File: src/rtl/pfd_pkg.sv
`timescale 1ns/1ps
package pfd_pkg;
    typedef enum logic [1:0] {
        ST_IDLE = 2'd0,
        ST_UP   = 2'd1,
        ST_DN   = 2'd2,
        ST_OVL  = 2'd3
    } pfd_state_e;
endpackage

File: src/rtl/pfd_edge_det.sv
`timescale 1ns/1ps
// Two-flop sampling of each divider pulse, rising-edge strobe per lane.
module pfd_edge_det #(
    parameter int LANES = 2
) (
    input  logic             clk,
    input  logic             rst_n,
    input  logic [LANES-1:0] sig_in,
    output logic [LANES-1:0] rise
);
    genvar g;
    generate
        for (g = 0; g < LANES; g++) begin : g_lane
            logic s1_q, s2_q;
            always_ff @(posedge clk or negedge rst_n) begin
                if (!rst_n) begin
                    s1_q <= 1'b0;
                    s2_q <= 1'b0;
                end else begin
                    s1_q <= sig_in[g];
                    s2_q <= s1_q;
                end
            end
            assign rise[g] = s1_q & ~s2_q;
        end
    endgenerate
endmodule

File: src/rtl/pfd_core.sv
`timescale 1ns/1ps
// Tri-state detector control: one-sided states plus a timed overlap reset.
module pfd_core
    import pfd_pkg::*;
#(
    parameter int OVL_CYCLES = 3
) (
    input  logic clk,
    input  logic rst_n,
    input  logic ref_rise,
    input  logic fb_rise,
    input  logic halt,
    output logic raw_up,
    output logic raw_dn,
    output logic one_sided
);
    localparam int CW = $clog2(OVL_CYCLES + 1);
    localparam logic [CW-1:0] OVL_LAST = CW'(OVL_CYCLES - 1);

    pfd_state_e state_q, state_d;
    logic [CW-1:0] ovl_cnt_q;

    // state register
    always_ff @(posedge clk or negedge rst_n) begin
        if (!rst_n) begin
            state_q   <= ST_IDLE;
            ovl_cnt_q <= '0;
        end else begin
            state_q <= state_d;
            if (state_q == ST_OVL && state_d == ST_OVL)
                ovl_cnt_q <= ovl_cnt_q + 1'b1;
            else
                ovl_cnt_q <= '0;
        end
    end

    // next state
    always_comb begin
        state_d = state_q;
        if (halt) begin
            state_d = ST_IDLE;
        end else begin
            unique case (state_q)
                ST_IDLE: begin
                    if (ref_rise && fb_rise) state_d = ST_OVL;
                    else if (ref_rise)       state_d = ST_UP;
                    else if (fb_rise)        state_d = ST_DN;
                end
                ST_UP:   if (fb_rise)  state_d = ST_OVL;
                ST_DN:   if (ref_rise) state_d = ST_OVL;
                ST_OVL:  if (ovl_cnt_q == OVL_LAST) state_d = ST_IDLE;
                default: state_d = ST_IDLE;
            endcase
        end
    end

    // outputs
    always_comb begin
        raw_up    = 1'b0;
        raw_dn    = 1'b0;
        one_sided = 1'b0;
        unique case (state_q)
            ST_IDLE: ;
            ST_UP:   begin raw_up = 1'b1; one_sided = 1'b1; end
            ST_DN:   begin raw_dn = 1'b1; one_sided = 1'b1; end
            ST_OVL:  begin raw_up = 1'b1; raw_dn = 1'b1; end
            default: ;
        endcase
    end
endmodule

File: src/rtl/pfd_out_stage.sv
`timescale 1ns/1ps
// Registered pump command stage: polarity, power-down gating, lock, fast-lock.
module pfd_out_stage (
    input  logic clk,
    input  logic rst_n,
    input  logic raw_up,
    input  logic raw_dn,
    input  logic one_sided,
    input  logic invert,
    input  logic boost,
    input  logic halt,
    output logic pump_up,
    output logic pump_dn,
    output logic pump_hiz,
    output logic lock_ok,
    output logic fastlock_n,
    output logic pump_boost
);
    logic up_d, dn_d;

    always_comb begin
        up_d = invert ? raw_dn : raw_up;
        dn_d = invert ? raw_up : raw_dn;
        if (halt) begin
            up_d = 1'b0;
            dn_d = 1'b0;
        end
    end

    always_ff @(posedge clk or negedge rst_n) begin
        if (!rst_n) begin
            pump_up    <= 1'b0;
            pump_dn    <= 1'b0;
            pump_hiz   <= 1'b1;
            lock_ok    <= 1'b1;
            fastlock_n <= 1'b1;
            pump_boost <= 1'b0;
        end else begin
            pump_up    <= up_d;
            pump_dn    <= dn_d;
            pump_hiz   <= ~(up_d | dn_d);
            lock_ok    <= halt | ~one_sided;
            fastlock_n <= ~(boost & ~halt);
            pump_boost <= boost & ~halt;
        end
    end
endmodule

File: src/rtl/pfd_pump_ctrl.sv
`timescale 1ns/1ps
module pfd_pump_ctrl #(
    parameter int OVL_CYCLES = 3
) (
    input  logic clk,
    input  logic rst_n,
    input  logic ref_pulse,
    input  logic fb_pulse,
    input  logic invert_pol,
    input  logic boost,
    input  logic pwr_down,
    output logic pump_up,
    output logic pump_dn,
    output logic pump_hiz,
    output logic lock_ok,
    output logic fastlock_n,
    output logic pump_boost
);
    logic [1:0] rise;
    logic raw_up, raw_dn, one_sided;

    pfd_edge_det #(.LANES(2)) u_edge (
        .clk    (clk),
        .rst_n  (rst_n),
        .sig_in ({fb_pulse, ref_pulse}),
        .rise   (rise)
    );

    pfd_core #(.OVL_CYCLES(OVL_CYCLES)) u_core (
        .clk       (clk),
        .rst_n     (rst_n),
        .ref_rise  (rise[0]),
        .fb_rise   (rise[1]),
        .halt      (pwr_down),
        .raw_up    (raw_up),
        .raw_dn    (raw_dn),
        .one_sided (one_sided)
    );

    pfd_out_stage u_out (
        .clk        (clk),
        .rst_n      (rst_n),
        .raw_up     (raw_up),
        .raw_dn     (raw_dn),
        .one_sided  (one_sided),
        .invert     (invert_pol),
        .boost      (boost),
        .halt       (pwr_down),
        .pump_up    (pump_up),
        .pump_dn    (pump_dn),
        .pump_hiz   (pump_hiz),
        .lock_ok    (lock_ok),
        .fastlock_n (fastlock_n),
        .pump_boost (pump_boost)
    );
endmodule

File: config.mk
export PLATFORM = sky130hd
export DESIGN_NAME = pfd_pump_ctrl
export DESIGN_NICKNAME = d
export VERILOG_FILES = /design/src/rtl/pfd_pkg.sv /design/src/rtl/pfd_edge_det.sv /design/src/rtl/pfd_core.sv /design/src/rtl/pfd_out_stage.sv /design/src/rtl/pfd_pump_ctrl.sv
export SDC_FILE = /design/constraint.sdc
export NUM_CORES = 1
export LEC_CHECK = 0
export ABC_CLOCK_PERIOD_IN_PS = 1900
export BUFFER_PORTS_ARGS = -buffer_cell sky130_fd_sc_hd__buf_2
export CAP_MARGIN = 40
export CORE_AREA = 10 10 47 49
export CTS_CLUSTER_DIAMETER = 40
export DETAILED_ROUTE_END_ITERATION = 8
export DIE_AREA = 0 0 57 59
export GPL_ROUTABILITY_DRIVEN = 0
export PLACE_DENSITY = 0.72
export RECOVER_POWER = 100
export SLEW_MARGIN = 30
export SYNTH_ARGS = -nofsm -noshare
export SYNTH_HDL_FRONTEND = slang
export SYNTH_SLANG_ARGS = --single-unit
export TNS_END_PERCENT = 1
File: constraint.sdc
create_clock -name clk -period 1.9 [get_ports clk]
set_input_delay 0.19 -clock clk [delete_from_list [all_inputs] [get_ports clk]]
set_output_delay 0.19 -clock clk [all_outputs]
set_load 0.005 [all_outputs]
-- Word-level counts from Yosys, hierarchy flattened
Index checks and enable logic that the tools add are counted.
- $add $sub $neg: 1
- eq/ne operators: 5
- mux-type cells: 16
- bitwise logic cells: 11
- reductions and logical operators: 6
- operators with widths (operator ; number):
    two-way mux 2 bit ; 8
    == test 2 bit, second input constant ; 4
    case mux 2 bit (4 select lines) ; 1
    two-way mux 1 bit ; 7
    NOT 1 bit ; 6
    OR reduction 2 bit ; 3
    AND 1 bit ; 3
    adder 2 x 1 -> 2 bit, second input constant ; 1
    == test 2 x 1 -> 1 bit, second input constant ; 1
    logical AND 1 bit ; 2
    logical NOT 2 bit ; 1
    bitwise OR 1 bit ; 2
- register bits: 14
- word-level logic and storage cells: 51

-- Logic depth before layout (Yosys ltp)
Gate-level depths: netlist of the first run.
- depth after elaboration: 10
- mapped depth: 6

-- Modules after synthesis
Synthesis of the first run repeated with hierarchy kept, for this count alone.
- cells, all modules: 55
- area total of the unflattened synthesis: 653.1 um^2
- by module, submodules not included (module ; times used ; cells each ; area each (um^2)):
    pfd_core ; 1 ; 35 ; 320.3
    pfd_out_stage ; 1 ; 14 ; 205.2
    pfd_edge_det ; 1 ; 6 ; 127.6

-- Least setup slack after synthesis of the first run
OpenSTA, ideal clock, no wires.
- kind: reg2reg
- from: register u_core.state_q[0]
- to: register u_core.ovl_cnt_q[0]
- setup time: 120 ps
- arrival: 1336 ps
- setup slack: 444 ps
- stages on the path, launching flop included: 6
- path buffers: 0
- cell sequence: dfrtp_1 -> ha_1 -> nor2b_4 -> a211oi_1 -> a221oi_2 -> and4_1
- elaborated cells between the ends (all ways): 15
- those cells by class: eq/ne (4); mux (9); reduce/logical (2)
- RTL lines (item ; line ; source):
    start, declared ; pfd_core.sv:20 ; pfd_state_e state_q, state_d;
    start signal, assigned ; pfd_core.sv:29 ; state_q <= state_d;
    == test 2 bit (tied with other cells) ; pfd_core.sv:43 ; unique case (state_q)
    case mux 2 bit (4 select lines) * ; pfd_core.sv:43 ;
    two-way mux 2 bit * ; pfd_core.sv:40 ; if (halt) begin
    named net u_core.state_d[1] ; pfd_core.sv:20 ;
    == test 2 bit * ; pfd_core.sv:30 ; if (state_q == ST_OVL && state_d == ST_OVL)
    logical AND 1 bit * ; pfd_core.sv:30 ;
    two-way mux 2 bit * ; pfd_core.sv:30 ;
    end signal, assigned ; pfd_core.sv:31 ; ovl_cnt_q <= ovl_cnt_q + 1'b1;
    end, declared ; pfd_core.sv:21 ; logic [CW-1:0] ovl_cnt_q;
The timed path passes the listed nets; every way through them passes the cells marked *.

-- Worst setup path after layout of the first run
- from: register u_core.state_q[0]
- to: register u_core.ovl_cnt_q[1]
The elaborated chain is that of the path after synthesis.

==> impl_metrics.tcl, run 1 <==
set metrics [dict create \
    gr-usage-all-layers 0.06302 \
    power_leakage_nw 0.3424 \
    fill_cells 134 \
    viasPerCell 4.835 \
    cts_root_buf "clkbuf_4" \
    min_from "ref_pulse" \
    final_cell_mix "dfrtp_1, clkbuf_1, ha_1, buf_2" \
    timing.rr.end "u_core.ovl_cnt_q[1]" \
    synth_warnings 0 \
    cp.arrival_ns 1.86 \
    setup_violations 0 \
    p_total_uw 850.7 \
    dpl_worst_slack_ns 0.2899 \
    netlist-cell-type-count 17 \
    r2r_cells 5 \
    grt_pass1_vias 396 \
    power_density_nw_per_um2 1145 \
    status "completed" \
    numPortBuffers 12 \
    antenna_found_initial 0 \
    switching_share 0.3105 \
    syn-instance-count 45 \
    postSynthAreaPerCell_sq_um 13.68 \
    ys_seq_elements 14 \
    clock_sinks 14 \
    die_area_sq_um 3363 \
    synth_seq_area_share 0.5752 \
    path_clk_slew_ns 0.08 \
    core-area_sq_um 1401 \
    drv_cap 0 \
    layout.cells.most_common "dfrtp_1" \
    ios 13 \
    grt_util_met1 0.06888 \
    wire_per_inst_um 13.25 \
    switchingPower_uw 264.1 \
    synthesis.area_sq_um 615.6 \
    path_cells "inv_1 -> ha_1 -> nor2b_1 -> a221oi_2 -> and4b_1" \
    die_w_um 57 \
    grt.met2_usage 0.09302 \
    p_clk_frac 0.242 \
    finalHoldViolCount 0 \
    drt_iter0_markers 3 \
    fp.dieH_um 59 \
    intPower_uw 586.5 \
    num_antenna_cells 0 \
    finalWorstSetupSlack_ns 0.2506 \
    clockBufferDepth 2 \
    cts_resized 0 \
    met3_usage 0.06009 \
    synth_nets 57 \
    cp_max_fo 8 \
    slew_viol_final 0 \
    cts_tree "done" \
    fmax_ghz 0.6063 \
    worstSetupStartpointType "flip-flop" \
    worst_slew_margin_rel 0.5100 \
    cp-end-kind "flip-flop" \
    rsz0062_at_grt "no" \
    min_period_ns 1.649 \
    fin_crit_sh 0.8681 \
    p_comb_frac 0.285 \
    numCtsBuffers 3 \
    fin_nets 76 \
    rrSetupSlack_ns 0.25 \
    start_util 0.4393 \
    slowest_stage "dfrtp_1" \
    max_stage_delay_ns 0.50 \
    vdd_drop_max_mv 0.5657 \
    area_delta_synth_final_pct 20.73 \
    skew_ns 0.001846 \
    ant_nets 0 \
    totalNegativeSetupSlack_ns 0 \
    drive_above_1_share 0.2857 \
    seq_power_share 0.473 \
    grt_max_degree 15 \
    max_slew.worst_pin.slew_ns 0.7350 \
    hold_end "u_edge.g_lane[0].s1_q" \
    crit_required_ns 2.11 \
    path_class "reg -> reg" \
    dpl.hpwl_um 779.2 \
    reg2reg_from "u_core.state_q[0]" \
    clock_latency_ns 0.27 \
    drt-total-wl_um 1047 \
    whs_path_depth 1 \
    grt_pass1_wl_um 1690 \
    drc 0 \
    cts_setup_buffers 0 \
    top_usage_layer "met2" \
    dr.pass1.iters 4 \
    hold_class "in -> reg" \
    h-tree-depth 1 \
    postCtsHoldBufs 1 \
    vias 382 \
    grt_overflow 0 \
    num_rows 14 \
]
[worst max-delay path by stage]
stage,slack [ns],end,startpoint,cells after the start
2_1_floorplan,0.44,u_core.ovl_cnt_q[0],u_core.state_q[0],5
3_3_place_gp,0.33,u_core.ovl_cnt_q[0],u_core.state_q[0],5
3_5_place_dp,0.29,u_core.ovl_cnt_q[1],u_core.state_q[0],5
4_1_cts,0.26,u_core.ovl_cnt_q[1],u_core.state_q[0],5
5_1_grt,0.15,u_core.ovl_cnt_q[1],u_core.state_q[0],5
6_report,0.25,u_core.ovl_cnt_q[1],u_core.state_q[0],5
[cells in the mapped netlist (all sizes together)]
cell type   n  area, sq um
a211oi      2        20.02
a221oi      2        30.03
and4        1        8.760
and4b       1        10.01
dfrtp      11        275.3
dfstp       3        78.83
ha          5        62.56
inv         4        15.01
mux2i       2        20.02
nand2b      4        25.02
nor2        3        11.26
nor2b       5        48.80
o21ai       2        10.00
[cell type report]
class,count,area (sq um),area share
clock buffer,4,36.28,0.04882
inverter,4,15.01,0.02020
multi-input combinational,27,246.5,0.3316
sequential,14,354.1,0.4764
tap,16,20.02,0.02694
timing repair buffer,14,71.32,0.09596
[power by group through the flow]
| stage | clock (mW) | combinational [mW] | sequential, mW |
|---|---|---|---|
| 4_1_cts | 0.214 | 0.249 | 0.401 |
| 2_1_floorplan | 0 | 0.169 | 0.401 |
| 3_3_place_gp | 0 | 0.243 | 0.403 |
| 6_report | 0.206 | 0.242 | 0.402 |
| 3_5_place_dp | 0 | 0.245 | 0.405 |
| 5_1_grt | 0.227 | 0.272 | 0.410 |
[stage by stage]
| stage | utilization | instance area (sq um) | cells | hold WS, ns |
|---|---|---|---|---|
| global placement | 0.4964 | 695.7 | 73 | 0.09645 |
| finish | 0.5304 | 743.2 | 79 | 0.01539 |
| CTS | 0.5295 | 742.0 | 78 | 0.008088 |
| floorplan | - | 615.6 | 45 | -0.1056 |
| global route | 0.5304 | 743.2 | 79 | 0.001764 |
| detailed placement | 0.4964 | 695.7 | 73 | 0.1027 |
[layer usage]
layer	up-vias	part of all wire	routed length (um)
met3	0	0.10	108
met4	0	0	0
li1	191	-	-
met2	11	0.46	477
met5	-	0	0
met1	180	0.44	461
[worst max-delay path: cells and delay by family (launching register included)]
kind	cells	cell delay, ns
compound gates	1	0.34
fa+ha+maj	1	0.25
buf+inv	1	0.10
simple gates	2	0.39
flops	1	0.50
[cell families after synthesis]
| family | Yosys count | synth area share |
|---|---|---|
| mux | 2 | 0.03252 |
| simple gates | 14 | 0.1687 |
| buf+inv | 4 | 0.02438 |
| fa+ha+maj | 5 | 0.1016 |
| flops | 14 | 0.5752 |
| compound gates | 6 | 0.09755 |
[state kept, by name, indices dropped and copies added, names as in the netlist]
name	cells
u_out.pump_boost	1
u_core.state_q	2
u_out.pump_up	1
u_core.ovl_cnt_q	2
u_edge.g_lane.s1_q	2
u_edge.g_lane.s2_q	2
u_out.lock_ok	1
u_out.pump_hiz	1
u_out.pump_dn	1
u_out.fastlock_n	1
(Power assumes the default switching activity.)
==> inputs of run 2 (changes only) <==
ABC_AREA = 1   (was unset)
ABC_CLOCK_PERIOD_IN_PS = unset   (was 1900)
SETUP_SLACK_MARGIN = 0.15   (was unset)
==> run 2 against run 1 <==
Setup slack improved by 0.20 ns; fmax increased by 14%; design area decreased by 4.2%; hold slack got worse by 0.0062 ns; flip-flop and latch count unchanged; combinational power decreased by 4%; area after synthesis decreased by 0.61%; die area unchanged; global-route usage increased by 0.77 points; synthesized cell count increased by 36%; clock skew increased by 0.0033 ns; highest routed layer is now met4.
==> impl_metrics.tcl, run 2 <==
set metrics [dict create \
    status "completed" \
    numCtsBuffers 3 \
    ys.flop_type "dfrtp_1" \
    dpl_worst_slack_ns 0.5338 \
    power_leakage_nw 0.3605 \
    syn-instance-count 61 \
    skew_ns 0.005175 \
    vias 443 \
    slew_viol_final 0 \
    clock_sinks 14 \
    ios 13 \
    dpl.hpwl_um 904 \
    drt-total-wl_um 1125 \
    area_delta_synth_final_pct 16.36 \
    path_clk_slew_ns 0.08 \
    netlist-cell-type-count 15 \
    dr.pass1.iters 4 \
    yosys.area.top_type_share 0.4499 \
    num_rows 14 \
    cp_max_fo 6 \
    wire_per_inst_um 11.97 \
    layout.cells.most_common "nand2_1" \
    drc 0 \
    synth_warnings 0 \
    fin_nets 91 \
    die_area_sq_um 3363 \
    viasPerCell 4.713 \
    totalNegativeSetupSlack_ns 0 \
    finalHoldViolCount 0 \
    drt_iter0_markers 2 \
    core-area_sq_um 1401 \
    cts_setup_buffers 0 \
    ant_nets 0 \
    finalWorstSetupSlack_ns 0.4521 \
    top_layer "met4" \
    cp-end-kind "flip-flop" \
    cp.arrival_ns 1.64 \
    gr-usage-all-layers 0.07074 \
    postSynthAreaPerCell_sq_um 10.03 \
    fp.dieH_um 59 \
    cts_root_buf "clkbuf_4" \
    drive_above_1_share 0.1795 \
    setup_violations 0 \
    numPortBuffers 12 \
    grt_pass1_wl_um 1842 \
    min_period_ns 1.448 \
    grt_pass1_vias 434 \
    synth_edf_count 0 \
    fmax_ghz 0.6907 \
    die_w_um 57 \
    synthesis.area_sq_um 611.8 \
    power_density_nw_per_um2 1106 \
    synth_seq_area_share 0.5787 \
    met2WireLength_um 493 \
    clockBufferDepth 2 \
    start_util 0.4366 \
    h-tree-depth 1 \
    p_total_uw 787.1 \
    drv_cap 0 \
    cts_tree "done" \
    fin_crit_sh 0.7620 \
    vdd_drop_max_mv 0.4856 \
    final_cell_mix "nand2_1, dfrtp_1, inv_1" \
    async_flop_share 1.000 \
    grt_max_degree 15 \
    slowest_stage "dfrtp_1" \
    crit_required_ns 2.09 \
    num_antenna_cells 0 \
    fin_area_sq_um 711.9 \
    yosys.area.top_type "dfrtp_1" \
    dpl_cell_area_sq_um 691.9 \
    hold_slack_ns 0.009203 \
    max_slew.worst_pin.slew_ns 0.7082 \
    wl_met3_um 99 \
    ys_top_cells_by_count "dfrtp_1, nand2_1, inv_1" \
    synth_nets 73 \
    worst_slew_margin_rel 0.5278 \
    clock_latency_ns 0.28 \
    path_class "reg -> reg" \
    grt_overflow 0 \
    hold_class "in -> reg" \
    worstSetupStartpointType "flip-flop" \
    max_stage_delay_ns 0.44 \
    antenna_found_initial 0 \
    rsz0062_at_grt "no" \
    wl_met1_um 497 \
    path_cells "inv_1 -> ha_1 -> inv_1 -> a21oi_1 -> a21oi_1 -> nand3_1 -> nor3_1" \
    synth_area_leaders "dfrtp_1, dfstp_2, ha_1, nand2_1, inv_1" \
    ys_seq_elements 14 \
]
## run 2: final cells by class
cell class	instances	area [sq um]
Fill cell	149	689.4
Timing Repair Buffer	13	60.06
Inverter	11	41.29
Sequential cell	14	354.1
Clock buffer	4	26.28
Multi-Input combinational cell	36	210.2
Tap cell	16	20.02
## run 2: what timing repair did
item	4_1_cts	5_1_grt
hold buffers	1	0
hold endpoints to repair	11	0
resized for setup	0	0
## run 2: worst paths after layout
path / startpoint / to / slack (ns) / depth (start not counted)
max reg2reg: u_core.state_q[0] / u_core.ovl_cnt_q[1] / 0.45 / 7
min: ref_pulse / u_edge.g_lane[0].s1_q / 0.009 / 1
max: u_core.state_q[0] / u_core.ovl_cnt_q[1] / 0.45 / 7
min in group asynchronous: rst_n / u_edge.g_lane[1].s1_q / 0.47 / 2
max in group asynchronous: rst_n / u_core.state_q[0] / 0.98 / 2
min reg2reg: u_edge.g_lane[1].s1_q / u_edge.g_lane[1].s2_q / 0.40 / 0
## run 2: stage by stage
stage            util  cells
6_report       0.5080     94
2_1_floorplan       -     61
4_1_cts        0.5196     94
3_5_place_dp   0.4938     89
3_3_place_gp   0.4938     89
5_1_grt        0.5080     94
## run 2: power breakdown
group          internal, mW  leakage [nW]  switching, mW
Combinational        0.0899         0.174          0.143
Clock                0.0815        0.0150         0.0898
Sequential            0.350         0.172         0.0329
## run 2: critical path, delay by kind of cell, from the launching register on
kind,cells,cell delay (ns)
flip-flops,1,0.44
AND/OR/NAND/NOR,2,0.26
adder cells (fa/ha/maj),1,0.24
buffers and inverters,2,0.21
AO/OA/AOI/OAI,2,0.20
## run 2: cell families after synthesis
| group | count (synthesis) | share of synthesized area |
|---|---|---|
| AOI/OAI and AO/OA | 8 | 0.07772 |
| buffers and inverters | 11 | 0.06749 |
| DFF | 14 | 0.5787 |
| adders and majority gates | 5 | 0.1022 |
| and+or+nand+nor | 23 | 0.1738 |
## run 2: layer usage
layer | up-vias | track usage
met3 | 5 | 0.03004
met4 | 0 | 0.06040
met2 | 15 | 0.1225
met5 | - | 0
li1 | 225 | -
met1 | 198 | 0.06219
==> inputs of run 3 (changes only) <==
CORE_AREA = unset   (was 10 10 47 49)
CORE_MARGIN = 10   (was unset)
CORE_UTILIZATION = 45   (was unset)
DIE_AREA = unset   (was 0 0 57 59)
PLACE_DENSITY = 0.73   (was 0.72)
clock period = 1.3 ns   (was 1.9 ns; I/O delays follow)
==> run 3 against run 2 <==
First-iteration DRC count grew to 6.5 times the previous value; hold slack improved by 0.075 ns; setup slack lost 0.44 ns; die area is 3.8% lower; clock skew is 0.0019 ns lower; routed wire length grew 26%; sequential power increased by 47%; final cell count grew 5.3%; global-route usage increased by 2.5 points.
==> impl_metrics.tcl, run 3 (synthesis results as in run 2) <==
set metrics [dict create \
    min_period_ns 1.292 \
    setup_violations 0 \
    cp.arrival_ns 1.50 \
    clock_sinks 14 \
    die_area_sq_um 3235 \
    grt_pass1_vias 545 \
    slew_viol_final 0 \
    die_w_um 56.88 \
    hold_end "u_out.pump_dn" \
    viasPerCell 4.848 \
    dr.pass1.iters 4 \
    status "completed" \
    grt_pass1_wl_um 2470 \
    drive_above_1_share 0.4286 \
    fin_crit_sh 0.9942 \
    max_slew.worst_pin.slew_ns 0.7218 \
    core-area_sq_um 1285 \
    rsz0062_at_grt "yes" \
    skew_ns 0.003231 \
    drt-total-wl_um 1418 \
    start_util 0.4761 \
    whs_path_depth 2 \
    h-tree-depth 1 \
    vias 480 \
    grt_overflow 0 \
    finalHoldViolCount 0 \
    r2r_cells 7 \
    ios 13 \
    dpl.hpwl_um 1006 \
    cp_max_fo 6 \
    worst_slew_margin_rel 0.5188 \
    min_from "invert_pol" \
    cts_root_buf "clkbuf_4" \
    ant_nets 0 \
    num_rows 13 \
    num_antenna_cells 0 \
    final_util 0.6495 \
    cp-end-kind "flip-flop" \
    final_cell_mix "nand2_1, buf_2, dfrtp_1" \
    numCtsBuffers 3 \
    power_density_nw_per_um2 1656 \
    fmax_ghz 0.7737 \
    clock_latency_ns 0.28 \
    hold_class "in -> reg" \
    totalNegativeSetupSlack_ns 0 \
    wire_per_inst_um 14.32 \
    area_delta_synth_final_pct 36.40 \
    grt_max_degree 15 \
    fill_cells 91 \
    clockBufferDepth 2 \
    timing.rr.end "u_core.ovl_cnt_q[0]" \
    drv_cap 0 \
    power_leakage_nw 0.4143 \
    cts_tree "done" \
    drc 0 \
    crit_required_ns 1.51 \
    path_clk_slew_ns 0.08 \
    fp.dieH_um 56.88 \
    reg2reg_from "u_core.state_q[0]" \
    vdd_drop_max_mv 0.9085 \
    rrSetupSlack_ns 0.008 \
    gr-usage-all-layers 0.09545 \
    numPortBuffers 12 \
    antenna_found_initial 0 \
    worstSetupStartpointType "flip-flop" \
    path_class "reg -> reg" \
    drt_iter0_markers 13 \
    fin_nets 97 \
]
[run 3: cell types whose count changed in the layout (fill, tap and decap cells not counted), moves of 2 or more]
cell           previous run  this run
ha_4                      0         2
buf_2                     4        11
dlygate4sd3_1             1         4
ha_1                      5         2
nor3_1                    2         0
clkbuf_1                  9         1
nor3_2                    0         2
buf_4                     0         3
[run 3: what timing repair did]
action | in CTS | in global routing
resized for setup | 6 | 3
gates cloned | 0 | 0
endpoints found under the setup margin | 4 | 4
hold buffers | 4 | 0
endpoints found under the hold margin | 17 | 0
setup buffers | 2 | 0
[run 3: layout make-up]
cell class              count  area, sq um  area share
clock buffers               4        36.28     0.04348
flip-flops and latches     14        355.3      0.4258
well taps                  15        18.77     0.02249
repair buffers             19        121.4      0.1454
multi-input cells          36        261.5      0.3133
inverters                  11        41.29     0.04948
[run 3: how the worst max path moves through the flow]
stage,startpoint,endpoint,depth (start not counted)
CTS,u_core.state_q[1],u_core.state_q[0],7
floorplan,u_core.state_q[0],u_core.ovl_cnt_q[0],7
global route,u_core.state_q[0],u_core.ovl_cnt_q[0],7
detailed placement,u_core.state_q[0],u_core.ovl_cnt_q[0],7
global placement,u_core.state_q[0],u_core.ovl_cnt_q[0],7
finish,u_core.state_q[0],u_core.ovl_cnt_q[0],7
[run 3: layer usage]
metal,vias up,track usage,part of all wire
li1,235,-,-
met1,225,0.09566,0.39
met2,14,0.1661,0.52
met3,6,0.02921,0.059
met4,0,0.06040,0.033
met5,-,0,0
[run 3: report_power, final]
group | internal, mW | leakage [nW] | switching (mW)
clock | 0.171 | 0.0210 | 0.141
combinational | 0.228 | 0.223 | 0.279
sequential | 0.513 | 0.170 | 0.0501
[run 3: critical path: stages (launching register included)]
cell	delay, ns
dfrtp_2	0.44
inv_2	0.09
ha_4	0.18
inv_1	0.06
a21oi_1	0.05
a21oi_2	0.17
nand3_2	0.11
nor3_2	0.12
[run 3: per-stage QoR]
stage | area, sq um | total power [mW] | cells | hold WS, ns | setup slack (ns)
2_1_floorplan | 614.3 | 0.8137 | 61 | -0.1656 | 0.1281
4_1_cts | 822.0 | 1.352 | 99 | 0.06850 | 0.02255
6_report | 834.6 | 1.382 | 99 | 0.08460 | 0.007523
3_3_place_gp | 700.7 | 0.9308 | 89 | 0.03274 | 0.03851
5_1_grt | 834.6 | 1.491 | 99 | 0.07958 | -0.08446
3_5_place_dp | 700.7 | 0.9484 | 89 | 0.03641 | 0.004087
